File: config.mk
export PLATFORM = sky130hd
export DESIGN_NAME = jesd_tx_link_ctrl
export DESIGN_NICKNAME = d
export VERILOG_FILES = /design/src/rtl/jesd_link_pkg.sv /design/src/rtl/lmfc_phase_gen.sv /design/src/rtl/sysref_phase_check.sv /design/src/rtl/sync_hold_detect.sv /design/src/rtl/jesd_tx_link_ctrl.sv
export SDC_FILE = /design/constraint.sdc
export NUM_CORES = 1
export LEC_CHECK = 0
export BUFFER_PORTS_ARGS = -buffer_cell sky130_fd_sc_hd__buf_2
export CAP_MARGIN = 30
export CORE_UTILIZATION = 62
export CTS_CLUSTER_SIZE = 30
export DETAILED_ROUTE_END_ITERATION = 8
export GPL_ROUTABILITY_DRIVEN = 0
export PLACE_DENSITY = 0.88
export SLEW_MARGIN = 20
export SYNTH_ARGS = -nofsm -noshare
export SYNTH_HDL_FRONTEND = slang
export SYNTH_SLANG_ARGS = --single-unit
File: constraint.sdc
create_clock -name clk -period 3.8 [get_ports clk]
set_input_delay 0.76 -clock clk [delete_from_list [all_inputs] [get_ports clk]]
set_output_delay 0.76 -clock clk [all_outputs]
set_load 0.01 [all_outputs]
File: src/rtl/jesd_link_pkg.sv
package jesd_link_pkg;

    typedef enum logic [2:0] {
        ST_OFF    = 3'd0,
        ST_PLLCAL = 3'd1,
        ST_CGS    = 3'd2,
        ST_ILA    = 3'd3,
        ST_DATA   = 3'd4,
        ST_SLEEP  = 3'd5
    } link_state_e;

    typedef enum logic [1:0] {
        LANE_COMMA  = 2'd0,
        LANE_ILA    = 2'd1,
        LANE_DATA   = 2'd2,
        LANE_SILENT = 2'd3
    } lane_sel_e;

    typedef struct packed {
        link_state_e state;
        logic        pll_done;
        logic        link_up;
        logic        sysref_miss;
    } link_status_t;

    function automatic lane_sel_e lane_for(link_state_e s);
        case (s)
            ST_ILA:   return LANE_ILA;
            ST_DATA:  return LANE_DATA;
            ST_SLEEP: return LANE_SILENT;
            default:  return LANE_COMMA;
        endcase
    endfunction

    // SYSREF is only evaluated while the link is between calibrations
    function automatic logic sysref_armed(link_state_e s);
        return (s == ST_CGS) || (s == ST_ILA) || (s == ST_DATA);
    endfunction

    // phase counters parked at zero
    function automatic logic phase_parked(link_state_e s);
        return (s == ST_OFF) || (s == ST_SLEEP);
    endfunction

endpackage

File: src/rtl/lmfc_phase_gen.sv
module lmfc_phase_gen #(
    parameter int FRAME_SAMPLES = 2,
    parameter int MF_FRAMES     = 4
) (
    input  logic clk,
    input  logic rst,
    input  logic hold,
    input  logic realign,
    output logic frame_end,
    output logic lmfc_end
);
    localparam int PW = (FRAME_SAMPLES > 1) ? $clog2(FRAME_SAMPLES) : 1;
    localparam int KW = (MF_FRAMES > 1) ? $clog2(MF_FRAMES) : 1;
    localparam logic [PW-1:0] P_LAST = PW'(FRAME_SAMPLES - 1);
    localparam logic [KW-1:0] K_LAST = KW'(MF_FRAMES - 1);

    logic [PW-1:0] phase_q;
    logic [KW-1:0] frame_q;

    always_ff @(posedge clk) begin
        if (rst || hold || realign) begin
            phase_q <= '0;
            frame_q <= '0;
        end else if (phase_q == P_LAST) begin
            phase_q <= '0;
            frame_q <= (frame_q == K_LAST) ? '0 : frame_q + 1'b1;
        end else begin
            phase_q <= phase_q + 1'b1;
        end
    end

    assign frame_end = !hold && (phase_q == P_LAST);
    assign lmfc_end  = frame_end && (frame_q == K_LAST);

    generate
        if (FRAME_SAMPLES > 1) begin : g_gap
            AST_FRAME_GAP: assert property (@(posedge clk) disable iff (rst)
                (frame_end && !realign) |=> !frame_end);
        end
    endgenerate

endmodule

File: src/rtl/sysref_phase_check.sv
module sysref_phase_check (
    input  logic clk,
    input  logic rst,
    input  logic sysref,
    input  logic armed,
    input  logic at_frame_end,
    input  logic at_lmfc_end,
    output logic realign,
    output logic miss_sticky
);
    logic sysref_q;
    logic rise;
    logic lmfc_miss;

    always_ff @(posedge clk) begin
        if (rst) sysref_q <= 1'b0;
        else     sysref_q <= sysref;
    end

    assign rise      = sysref && !sysref_q && armed;
    assign lmfc_miss = rise && !at_lmfc_end;
    // frame phase only consulted once the multiframe phase has missed
    assign realign   = lmfc_miss && !at_frame_end;

    always_ff @(posedge clk) begin
        if (rst)            miss_sticky <= 1'b0;
        else if (lmfc_miss) miss_sticky <= 1'b1;
    end

    AST_STICKY_HOLDS: assert property (@(posedge clk) disable iff (rst)
        miss_sticky |=> miss_sticky);

endmodule

File: src/rtl/sync_hold_detect.sv
module sync_hold_detect #(
    parameter int HOLD_CYCLES = 8
) (
    input  logic clk,
    input  logic rst,
    input  logic sync_n,
    output logic held
);
    localparam int CW = $clog2(HOLD_CYCLES + 1);
    localparam logic [CW-1:0] H_LAST = CW'(HOLD_CYCLES - 1);

    logic [CW-1:0] low_cnt;

    always_ff @(posedge clk) begin
        if (rst || sync_n)          low_cnt <= '0;
        else if (low_cnt != H_LAST) low_cnt <= low_cnt + 1'b1;
    end

    assign held = !sync_n && (low_cnt == H_LAST);

endmodule

File: src/rtl/jesd_tx_link_ctrl.sv
module jesd_tx_link_ctrl
    import jesd_link_pkg::*;
#(
    parameter int FRAME_SAMPLES   = 2,
    parameter int MF_FRAMES       = 16,
    parameter int PLL_CAL_CYCLES  = 153000,
    parameter int SYNC_FRAMES     = 4,
    parameter int ILA_MULTIFRAMES = 4
) (
    input  logic       clk,
    input  logic       rst,
    input  logic       core_cal_done,
    input  logic       pll_ready,
    input  logic       sleep_req,
    input  logic       sync_n,
    input  logic       sysref,
    output logic [1:0] lane_sel,
    output logic       frame_end,
    output logic       lmfc_end,
    output logic [5:0] status
);
    localparam int PCW = $clog2(PLL_CAL_CYCLES + 1);
    localparam int IW  = (ILA_MULTIFRAMES > 1) ? $clog2(ILA_MULTIFRAMES) : 1;
    localparam logic [PCW-1:0] PLL_LAST = PCW'(PLL_CAL_CYCLES - 1);
    localparam logic [IW-1:0]  ILA_LAST = IW'(ILA_MULTIFRAMES - 1);

    link_state_e   state_q, nxt;
    logic [PCW-1:0] pll_cnt;
    logic [IW-1:0]  ila_cnt;
    logic           pll_done_q;
    logic           realign;
    logic           sync_held;
    logic           miss_sticky;
    link_status_t   st_w;

    lmfc_phase_gen #(
        .FRAME_SAMPLES (FRAME_SAMPLES),
        .MF_FRAMES     (MF_FRAMES)
    ) u_phase (
        .clk       (clk),
        .rst       (rst),
        .hold      (phase_parked(state_q)),
        .realign   (realign),
        .frame_end (frame_end),
        .lmfc_end  (lmfc_end)
    );

    sysref_phase_check u_sref (
        .clk          (clk),
        .rst          (rst),
        .sysref       (sysref),
        .armed        (sysref_armed(state_q)),
        .at_frame_end (frame_end),
        .at_lmfc_end  (lmfc_end),
        .realign      (realign),
        .miss_sticky  (miss_sticky)
    );

    sync_hold_detect #(
        .HOLD_CYCLES (SYNC_FRAMES * FRAME_SAMPLES)
    ) u_sync (
        .clk    (clk),
        .rst    (rst),
        .sync_n (sync_n),
        .held   (sync_held)
    );

    always_comb begin
        nxt = state_q;
        unique case (state_q)
            ST_OFF:    if (core_cal_done) nxt = ST_PLLCAL;
            ST_PLLCAL: if (pll_cnt == PLL_LAST && pll_ready) nxt = ST_CGS;
            ST_CGS:    if (lmfc_end && sync_n) nxt = ST_ILA;
            ST_ILA:    if (lmfc_end && ila_cnt == ILA_LAST) nxt = ST_DATA;
            ST_DATA:   nxt = ST_DATA;
            ST_SLEEP:  if (!sleep_req) nxt = ST_PLLCAL;
            default:   nxt = ST_OFF;
        endcase
        if (realign)
            nxt = ST_PLLCAL;
        else if (sync_held && (state_q == ST_ILA || state_q == ST_DATA))
            nxt = ST_CGS;
        if (sleep_req && state_q != ST_OFF)
            nxt = ST_SLEEP;
    end

    always_ff @(posedge clk) begin
        if (rst) state_q <= ST_OFF;
        else     state_q <= nxt;
    end

    always_ff @(posedge clk) begin
        if (rst || state_q != ST_PLLCAL) pll_cnt <= '0;
        else if (pll_cnt != PLL_LAST)    pll_cnt <= pll_cnt + 1'b1;
    end

    always_ff @(posedge clk) begin
        if (rst || state_q != ST_ILA) ila_cnt <= '0;
        else if (lmfc_end)            ila_cnt <= ila_cnt + 1'b1;
    end

    always_ff @(posedge clk) begin
        if (rst)
            pll_done_q <= 1'b0;
        else if (nxt == ST_OFF || nxt == ST_PLLCAL || nxt == ST_SLEEP)
            pll_done_q <= 1'b0;
        else if (state_q == ST_PLLCAL)
            pll_done_q <= 1'b1;
    end

    assign st_w = '{state: state_q, pll_done: pll_done_q,
                    link_up: (state_q == ST_DATA), sysref_miss: miss_sticky};
    assign status   = st_w;
    assign lane_sel = lane_for(state_q);

    AST_PLLCAL_MIN_LEN: assert property (@(posedge clk) disable iff (rst)
        (state_q == ST_CGS && $past(state_q) == ST_PLLCAL) |-> ($past(pll_cnt) == PLL_LAST));
    AST_ILA_ON_LMFC: assert property (@(posedge clk) disable iff (rst)
        (state_q == ST_ILA && $past(state_q) == ST_CGS) |-> $past(lmfc_end));
    AST_DATA_AFTER_ILA: assert property (@(posedge clk) disable iff (rst)
        $rose(state_q == ST_DATA) |-> ($past(state_q) == ST_ILA));
    AST_BREAK_ON_SYNC: assert property (@(posedge clk) disable iff (rst)
        (state_q == ST_CGS && ($past(state_q) == ST_ILA || $past(state_q) == ST_DATA))
            |-> !$past(sync_n));
    AST_SLEEP_ENTRY: assert property (@(posedge clk) disable iff (rst)
        (sleep_req && state_q != ST_OFF) |=> (state_q == ST_SLEEP));
    AST_SILENT_ONLY_ASLEEP: assert property (@(posedge clk) disable iff (rst)
        (lane_sel == 2'd3) |-> $past(sleep_req));

endmodule

==> summary.md, run 1 <==
### Status
• outcome: finished, final reports clean

### Finish
• Layout Utilization: 0.702
• share of post-route cells with drive strength above 1: 0.115
• Diodes inserted: 0
• final design instance area without fill: 0.00195 mm^2
• total number of nets in the final design: 246
• area growth from synthesis to layout: 5.62%

### Timing
• worst relative slew slack: 0.373
• count of pins over their slew limit: 0
• Layout Skew: 0.00968 ns
• final hold viol count: 0
• part of the cycle the worst path needs: 0.649
• total negative slack for setup checks: 0 ns
• Fmax achieved: 406 MHz
• unrepaired setup endpoints after global routing: false
• Final Critical Period: 2.46 ns
• transition time at the pin with the least slew margin: 0.932 ns
• setup violation total in the final timing report: 0

### Power
• leakage power summed over all cells: 0.700 nW
• Max VDD drop: 0.000314 V
• power per cell area: 336 mW/mm^2

### Drt
• average vias per placed instance: 6.39
• total number of vias: 1,693
• number of DRC violations after detailed-routing iteration 0: 99
• final routed wire length divided by cell count: 13.7 um
• final routed wirelength across all metal layers: 3640 um
• post-route ant nets: 0
• Pre-antenna DRT Iters: 4
• DRC violations left: 0

### CTS
• total of hold buffers inserted after clock tree synthesis: 0
• root buffer selected by CTS: sky130_fd_sc_hd__clkbuf_4
• maximum clock insertion buffer count: 2
• TritonCTS clock tree: built
• Inserted Clock Buffers: 5
• quantity of gates resized following cts: 0
• deepest level of the CTS H-tree: 2
• clock-pin slew on the worst setup and hold paths: 0.09 ns
• setup bufs post-CTS: 0
• clock sinks: 35
• Clock Latency Late Sink: 0.32 ns

### GRT
• antenna violations before repair: 0
• total overflow reported by the global router: 0
• vias in the first global route: 1,456
• pin count of the biggest net entering global routing: 17
• global-route wire length before repair: 6070 um
• global-route total usage across every layer: 0.239

### Synthesis
• mean cell area of the mapped netlist: 8.33 um^2
• number of instances in the synthesized netlist: 222
• number of enable flip-flop cells after synthesis: 0
• distinct cell type count after synthesis: 49
• number of storage elements in the synthesis netlist: 35
• share of synthesized area occupied by flip-flops and latches: 0.379
• most common flop cell mapped by yosys: sky130_fd_sc_hd__dfxtp_1
• Post-Syn Area: 0.00185 mm^2
• share of synthesized registers carrying an async set or reset: 0
• synthesized net count: 233
• yosys synthesis warning count: 0

### Critical path
• biggest fanout along the worst timing path: 15
• Worst Path Arrival: 1.70 ns
• critical path class: flop to output pin
• capturing element type of the critical path: output pin
• worst reg2reg setup slack: 1.86 ns
• Worst EP required: 3.04 ns
• nature of the critical path startpoint: flop

### Placement
• HPWL after detailed placement: 2610 um
• post-placement cell area: 0.00191 mm^2
• total of buffers placed on input and output ports: 16

### Hold path
• worst hold-check path type: flop to flop

### Floorplan
• row count: 19
• effective utilization at floorplan: 0.665
• Die Ht: 56.6 um
• area of the placeable core: 0.00278 mm^2
• number of top-level pins: 17
• die outline area: 0.00321 mm^2
• horizontal die dimension: 56.6 um

### Flow run
• max-cap viol count: 0

[sequential cells by signal, indices dropped and copies added, names as in the netlist]
| name | count |
|---|---|
| pll_cnt | 18 |
| u_phase.frame_q | 4 |
| u_sync.low_cnt | 4 |
| state_q | 3 |
| ila_cnt | 2 |
| pll_done_q | 1 |
| u_phase.phase_q | 1 |
| u_sref.miss_sticky | 1 |
| u_sref.sysref_q | 1 |
[critical path: stages, from the launching register on]
cell                      delay (ns)
sky130_fd_sc_hd__dfxtp_1        0.59
sky130_fd_sc_hd__xor2_1         0.17
sky130_fd_sc_hd__o21ai_0        0.41
sky130_fd_sc_hd__inv_1          0.07
sky130_fd_sc_hd__buf_2          0.15
[path summary, 6_finish.rpt]
check / from / to / cells after the start
min reg2reg: u_sref.miss_sticky / u_sref.miss_sticky / 2
max reg2reg: pll_cnt[7] / state_q[0] / 4
min: u_sref.miss_sticky / u_sref.miss_sticky / 2
max: state_q[0] / lmfc_end / 4
[cell families (layout without fill, tap and decap cells)]
kind of cell | after synthesis | count (layout) | synth area share
and+or+nand+nor | 95 | 95 | 0.287
AOI/OAI and AO/OA | 53 | 53 | 0.183
adders and majority gates | 4 | 4 | 0.0271
DFF | 35 | 35 | 0.379
muxes | 4 | 4 | 0.0217
buffers and inverters | 20 | 32 | 0.0507
xor gates and xnor gates | 11 | 11 | 0.0521
[synth_stat cells, types with 2 or more instances]
master / instances / area [um^2]
sky130_fd_sc_hd__nor3_1: 10 / 50.1
sky130_fd_sc_hd__or3_1: 5 / 31.3
sky130_fd_sc_hd__nand4_1: 6 / 37.5
sky130_fd_sc_hd__clkbuf_1: 4 / 15.0
sky130_fd_sc_hd__buf_2: 3 / 15.0
sky130_fd_sc_hd__nand2_1: 14 / 52.6
sky130_fd_sc_hd__a21oi_1: 15 / 75.1
sky130_fd_sc_hd__xor2_1: 9 / 78.8
sky130_fd_sc_hd__nor2_1: 20 / 75.1
sky130_fd_sc_hd__and4_1: 4 / 35.0
sky130_fd_sc_hd__buf_4: 2 / 15.0
sky130_fd_sc_hd__nor2b_1: 4 / 25.0
sky130_fd_sc_hd__mux2i_1: 4 / 40.0
sky130_fd_sc_hd__or4_1: 2 / 15.0
sky130_fd_sc_hd__nor4b_1: 2 / 17.5
sky130_fd_sc_hd__inv_1: 10 / 37.5
sky130_fd_sc_hd__o31ai_1: 3 / 22.5
sky130_fd_sc_hd__nand3_1: 11 / 55.1
sky130_fd_sc_hd__o21ai_0: 15 / 75.1
sky130_fd_sc_hd__dfxtp_1: 35 / 701
sky130_fd_sc_hd__nand2b_1: 3 / 18.8
sky130_fd_sc_hd__a31oi_1: 4 / 25.0
sky130_fd_sc_hd__o211ai_1: 3 / 22.5
sky130_fd_sc_hd__xnor2_1: 2 / 17.5
sky130_fd_sc_hd__ha_1: 4 / 50.1
sky130_fd_sc_hd__nor4_1: 2 / 12.5
sky130_fd_sc_hd__a41oi_1: 2 / 17.5
sky130_fd_sc_hd__nor3b_1: 3 / 22.5
[cell usage in the layout (no fill, tap or decap), types with 4 or more instances in the layout]
cell type                   n
sky130_fd_sc_hd__a21oi_1   15
sky130_fd_sc_hd__a31oi_1    4
sky130_fd_sc_hd__and4_1     4
sky130_fd_sc_hd__buf_2     16
sky130_fd_sc_hd__clkbuf_4   5
sky130_fd_sc_hd__dfxtp_1   35
sky130_fd_sc_hd__ha_1       4
sky130_fd_sc_hd__inv_1     10
sky130_fd_sc_hd__mux2i_1    4
sky130_fd_sc_hd__nand2_1   14
sky130_fd_sc_hd__nand3_1   11
sky130_fd_sc_hd__nand4_1    6
sky130_fd_sc_hd__nor2_1    20
sky130_fd_sc_hd__nor2b_1    4
sky130_fd_sc_hd__nor3_1    10
sky130_fd_sc_hd__o21ai_0   15
sky130_fd_sc_hd__or3_1      5
sky130_fd_sc_hd__xor2_1     9
[where the power goes]
part	total, W	internal [W]	switching [W]	leakage [nW]
sequential	0.000396	0.000377	0.0000195	0.283
combinational	0.0000873	0.0000366	0.0000507	0.393
clock	0.000174	0.0000658	0.000108	0.0242
[routing by layer]
layer / GRT usage / share of wire / up-vias
met3: 0.0576 / 0.051 / 5
met2: 0.365 / 0.45 / 47
li1: - / - / 850
met1: 0.326 / 0.49 / 791
met4: 0.0941 / 0.014 / 0
met5: 0 / 0 / -
[cell type report]
type	instances	area (um^2)
fillers	218	828
clock buffers	6	41.3
inverters	10	37.5
flip-flops and latches	35	701
repair buffers	16	80.1
well taps	31	38.8
multi-input cells	167	1050
[stage by stage]
step	worst slack (ns)	power [W]	cells	hold WS, ns
final	1.34	0.000657	265	0.481
after global routing	1.17	0.000690	265	0.524
after CTS	1.33	0.000663	265	0.489
after detailed placement	1.69	0.000491	259	0.463
after global placement	1.73	0.000489	259	0.466
after floorplan	1.88	0.000467	222	0.442
No activity file was read; power rests on OpenSTA's default activity.
==> inputs of run 2 (changes only) <==
--- a/config.mk
+++ b/config.mk
@@ -7,11 +7,11 @@
 export LEC_CHECK = 0
 export BUFFER_PORTS_ARGS = -buffer_cell sky130_fd_sc_hd__buf_2
 export CAP_MARGIN = 30
-export CORE_UTILIZATION = 62
+export CORE_UTILIZATION = 58
 export CTS_CLUSTER_SIZE = 30
 export DETAILED_ROUTE_END_ITERATION = 8
 export GPL_ROUTABILITY_DRIVEN = 0
-export PLACE_DENSITY = 0.88
+export PLACE_DENSITY = 0.83
 export SLEW_MARGIN = 20
 export SYNTH_ARGS = -nofsm -noshare
 export SYNTH_HDL_FRONTEND = slang
==> constraint.sdc (replaced) <==
create_clock -name clk -period 2.44 [get_ports clk]
set_input_delay 0.488 -clock clk [delete_from_list [all_inputs] [get_ports clk]]
set_output_delay 0.488 -clock clk [all_outputs]
set_load 0.01 [all_outputs]
==> run 2 against run 1 <==
  * Sequential power up 56%
  * First-iteration DRC count up 7.1%
  * Clock power up 100%
  * Critical path type unchanged
  * Routed wire length up 6.5%
  * Power up 70%
  * Highest routed layer unchanged
  * Sequential share of layout area down 1.0 points
  * Cell count up 6.4%
==> summary.md, run 2 (synthesis results as in run 1) <==
### Power
• fraction of power spent switching nets: 0.268, -0.00255
• net switching power: 0.000299 W, +68%
• Internal: 0.000816 W, +70%
• Max VDD drop: 0.000325 V, +3.4%
• power per cell area: 554 mW/mm^2, +65%
• power share of the sequential group: 0.554, -0.049
• overall power: 0.00111 W, +70%
• Clock power frac: 0.318, +0.054
• portion of total power attributed to combinational logic: 0.128, -0.005
• leakage power summed over all cells: 0.725 nW, +3.4%

### Critical path
• biggest fanout along the worst timing path: 15, unchanged
• category of cells accounting for the largest share of critical-path delay: flip-flops
• critical path class: flop to output pin
• Buffers & Inverters on Critical Path: 2, unchanged
• nature of the critical path startpoint: flop
• worst-path cell chain: xor2_1 > o21ai_0 > inv_1 > buf_2
• slowest cell on the critical path: sky130_fd_sc_hd__dfxtp_1
• r2r startpoint: state_q[1]
• worst reg2reg setup slack: 0.57 ns, -1.29 ns
• CP peak stage delay: 0.61 ns, +0.02 ns
• worst setup path endpoint: lmfc_end
• number of gates on the worst path with buffers counted: 4, unchanged
• terminus of the critical flop-to-flop path: state_q[0]
• capturing element type of the critical path: output pin
• Worst EP required: 1.95 ns, -1.09 ns
• Worst Path Arrival: 1.81 ns, +0.11 ns
• Setup crit start: state_q[0]
• Worst R2R Path Depth: 4, unchanged

### Finish
• Most flops, register: pll_cnt
• storage element area: 701 um^2, unchanged
• share of post-route cells with drive strength above 1: 0.130, +0.0149
• final design instance area without fill: 0.00201 mm^2, +3.0%
• total number of nets in the final design: 248, +0.81%
• Fill cells: 253, +16%
• Regs by FF count: pll_cnt x18, u_phase.frame_q x4, u_sync.low_cnt x4
• area of the multi-input gates: 0.00105 mm^2, unchanged
• leading cell type in the layout, fill and taps excluded: sky130_fd_sc_hd__dfxtp_1
• Diodes inserted: 0, unchanged
• max reg flops: 18, unchanged
• area growth from synthesis to layout: 8.80%
• commonest non-fill, non-tap cells in the layout: sky130_fd_sc_hd__dfxtp_1 (35), sky130_fd_sc_hd__nor2_1 (20), sky130_fd_sc_hd__buf_2 (16)

### CTS
• TritonCTS clock tree: built
• total of hold buffers inserted after clock tree synthesis: 0, unchanged
• clock-pin slew on the worst setup and hold paths: 0.09 ns, about the same
• deepest level of the CTS H-tree: 2, unchanged
• setup bufs post-CTS: 0, unchanged
• Inserted Clock Buffers: 5, unchanged
• maximum clock insertion buffer count: 2, unchanged
• Clock Latency Late Sink: 0.34 ns, +0.02 ns
• root buffer selected by CTS: sky130_fd_sc_hd__clkbuf_4
• clock sinks: 35, unchanged
• quantity of gates resized following cts: 0, unchanged

### Drt
• DRC violations left: 0, unchanged
• final routed wire length divided by cell count: 13.7 um, +0.12%
• total number of vias: 1,674, -1.1%
• number of DRC violations after detailed-routing iteration 0: 106, +7.1%
• final routed wirelength across all metal layers: 3880 um, +6.5%
• average vias per placed instance: 5.94, -7.1%
• post-route ant nets: 0, unchanged
• Pre-antenna DRT Iters: 4, unchanged

### Hold path
• worst hold-check path type: primary input to flop

### Floorplan
• Die Ht: 58.5 um, +3.3%
• area of the placeable core: 0.00303 mm^2, +8.9%
• row count: 20, +1
• horizontal die dimension: 58.5 um, +3.3%
• die outline area: 0.00342 mm^2, +6.6%
• effective utilization at floorplan: 0.611, -0.0541
• number of top-level pins: 17, unchanged

### GRT
• global-route wire length before repair: 6250 um, +2.9%
• antenna violations before repair: 0, unchanged
• pin count of the biggest net entering global routing: 17, unchanged
• global-route total usage across every layer: 0.244, +0.00439
• vias in the first global route: 1,473, +1.2%
• total overflow reported by the global router: 0, unchanged

### Placement
• HPWL after detailed placement: 2700 um, +3.7%
• total of buffers placed on input and output ports: 16, unchanged
• post-placement cell area: 0.00194 mm^2, +1.6%

### Timing
• Final Critical Period: 2.30 ns
• count of pins over their slew limit: 0, unchanged
• setup violation total in the final timing report: 0, unchanged
• Fmax achieved: 434 MHz
• unrepaired setup endpoints after global routing: false
• part of the cycle the worst path needs: 0.944
• final hold viol count: 0, unchanged
• Layout Skew: 0.00609 ns, -0.00359 ns
• total negative slack for setup checks: 0 ns, unchanged
• worst relative slew slack: 0.656, +0.283
• transition time at the pin with the least slew margin: 0.516 ns, -0.416 ns

### Flow run
• max-cap viol count: 0, unchanged

### Status
• outcome: finished, final reports clean

[run 2: changes by cell type in the layout (fill, tap and decap cells not counted), sizes merged]
cell and change:
buf +2, clkbuf +2
[run 2: metal layers]
layer  track usage  routed length (um)  vias to the layer above
li1              -                   -                      852
met1         0.336                1880                      769
met2         0.350                1650                       43
met3        0.0505                 256                       10
met4         0.150                  92                        0
met5             0                   0                        -
[run 2: final cells by class]
cell class                 count  share of cell area
timing repair buffer          18              0.0473
sequential                    35               0.348
tap                           44              0.0274
multi-input combinational    167               0.524
inverter                      10              0.0187
clock buffer                   8              0.0342
[run 2: power by group through the flow]
stage / sequential [W] / clock (W) / combinational [W]
floorplan: 0.000613 / 0 / 0.000115
global placement: 0.000629 / 0 / 0.000138
detailed placement: 0.000629 / 0 / 0.000139
CTS: 0.000616 / 0.000363 / 0.000140
global route: 0.000621 / 0.000386 / 0.000156
finish: 0.000618 / 0.000355 / 0.000142
[run 2: stage by stage]
stage / hold WS (ns) / std cells / util / setup slack, ns
after CTS: 0.394 / 282 / 0.664 / 0.163
after global placement: 0.470 / 274 / 0.642 / 0.639
after detailed placement: 0.464 / 274 / 0.642 / 0.589
after global routing: 0.391 / 282 / 0.664 / 0.0406
after floorplan: 0.442 / 222 / - / 0.793
final: 0.408 / 282 / 0.664 / 0.138
[run 2: worst min path at each step]
stage,endpoint,slack (ns),cells past startpoint,from
floorplan,u_sref.miss_sticky,0.44,2,u_sref.miss_sticky
global placement,u_sref.miss_sticky,0.47,2,u_sref.miss_sticky
finish,u_sync.low_cnt[3],0.41,2,sync_n
CTS,u_sync.low_cnt[3],0.39,2,sync_n
global route,u_sync.low_cnt[0],0.39,2,sync_n
detailed placement,u_sref.miss_sticky,0.46,2,u_sref.miss_sticky
[run 2: worst register-to-register path, stage by stage (launching register included)]
cell                        delay, ns
sky130_fd_sc_hd__dfxtp_1         0.62
sky130_fd_sc_hd__nor3b_1         0.14
sky130_fd_sc_hd__o2111ai_1       0.48
sky130_fd_sc_hd__o211ai_1        0.16
sky130_fd_sc_hd__o311a_1         0.36
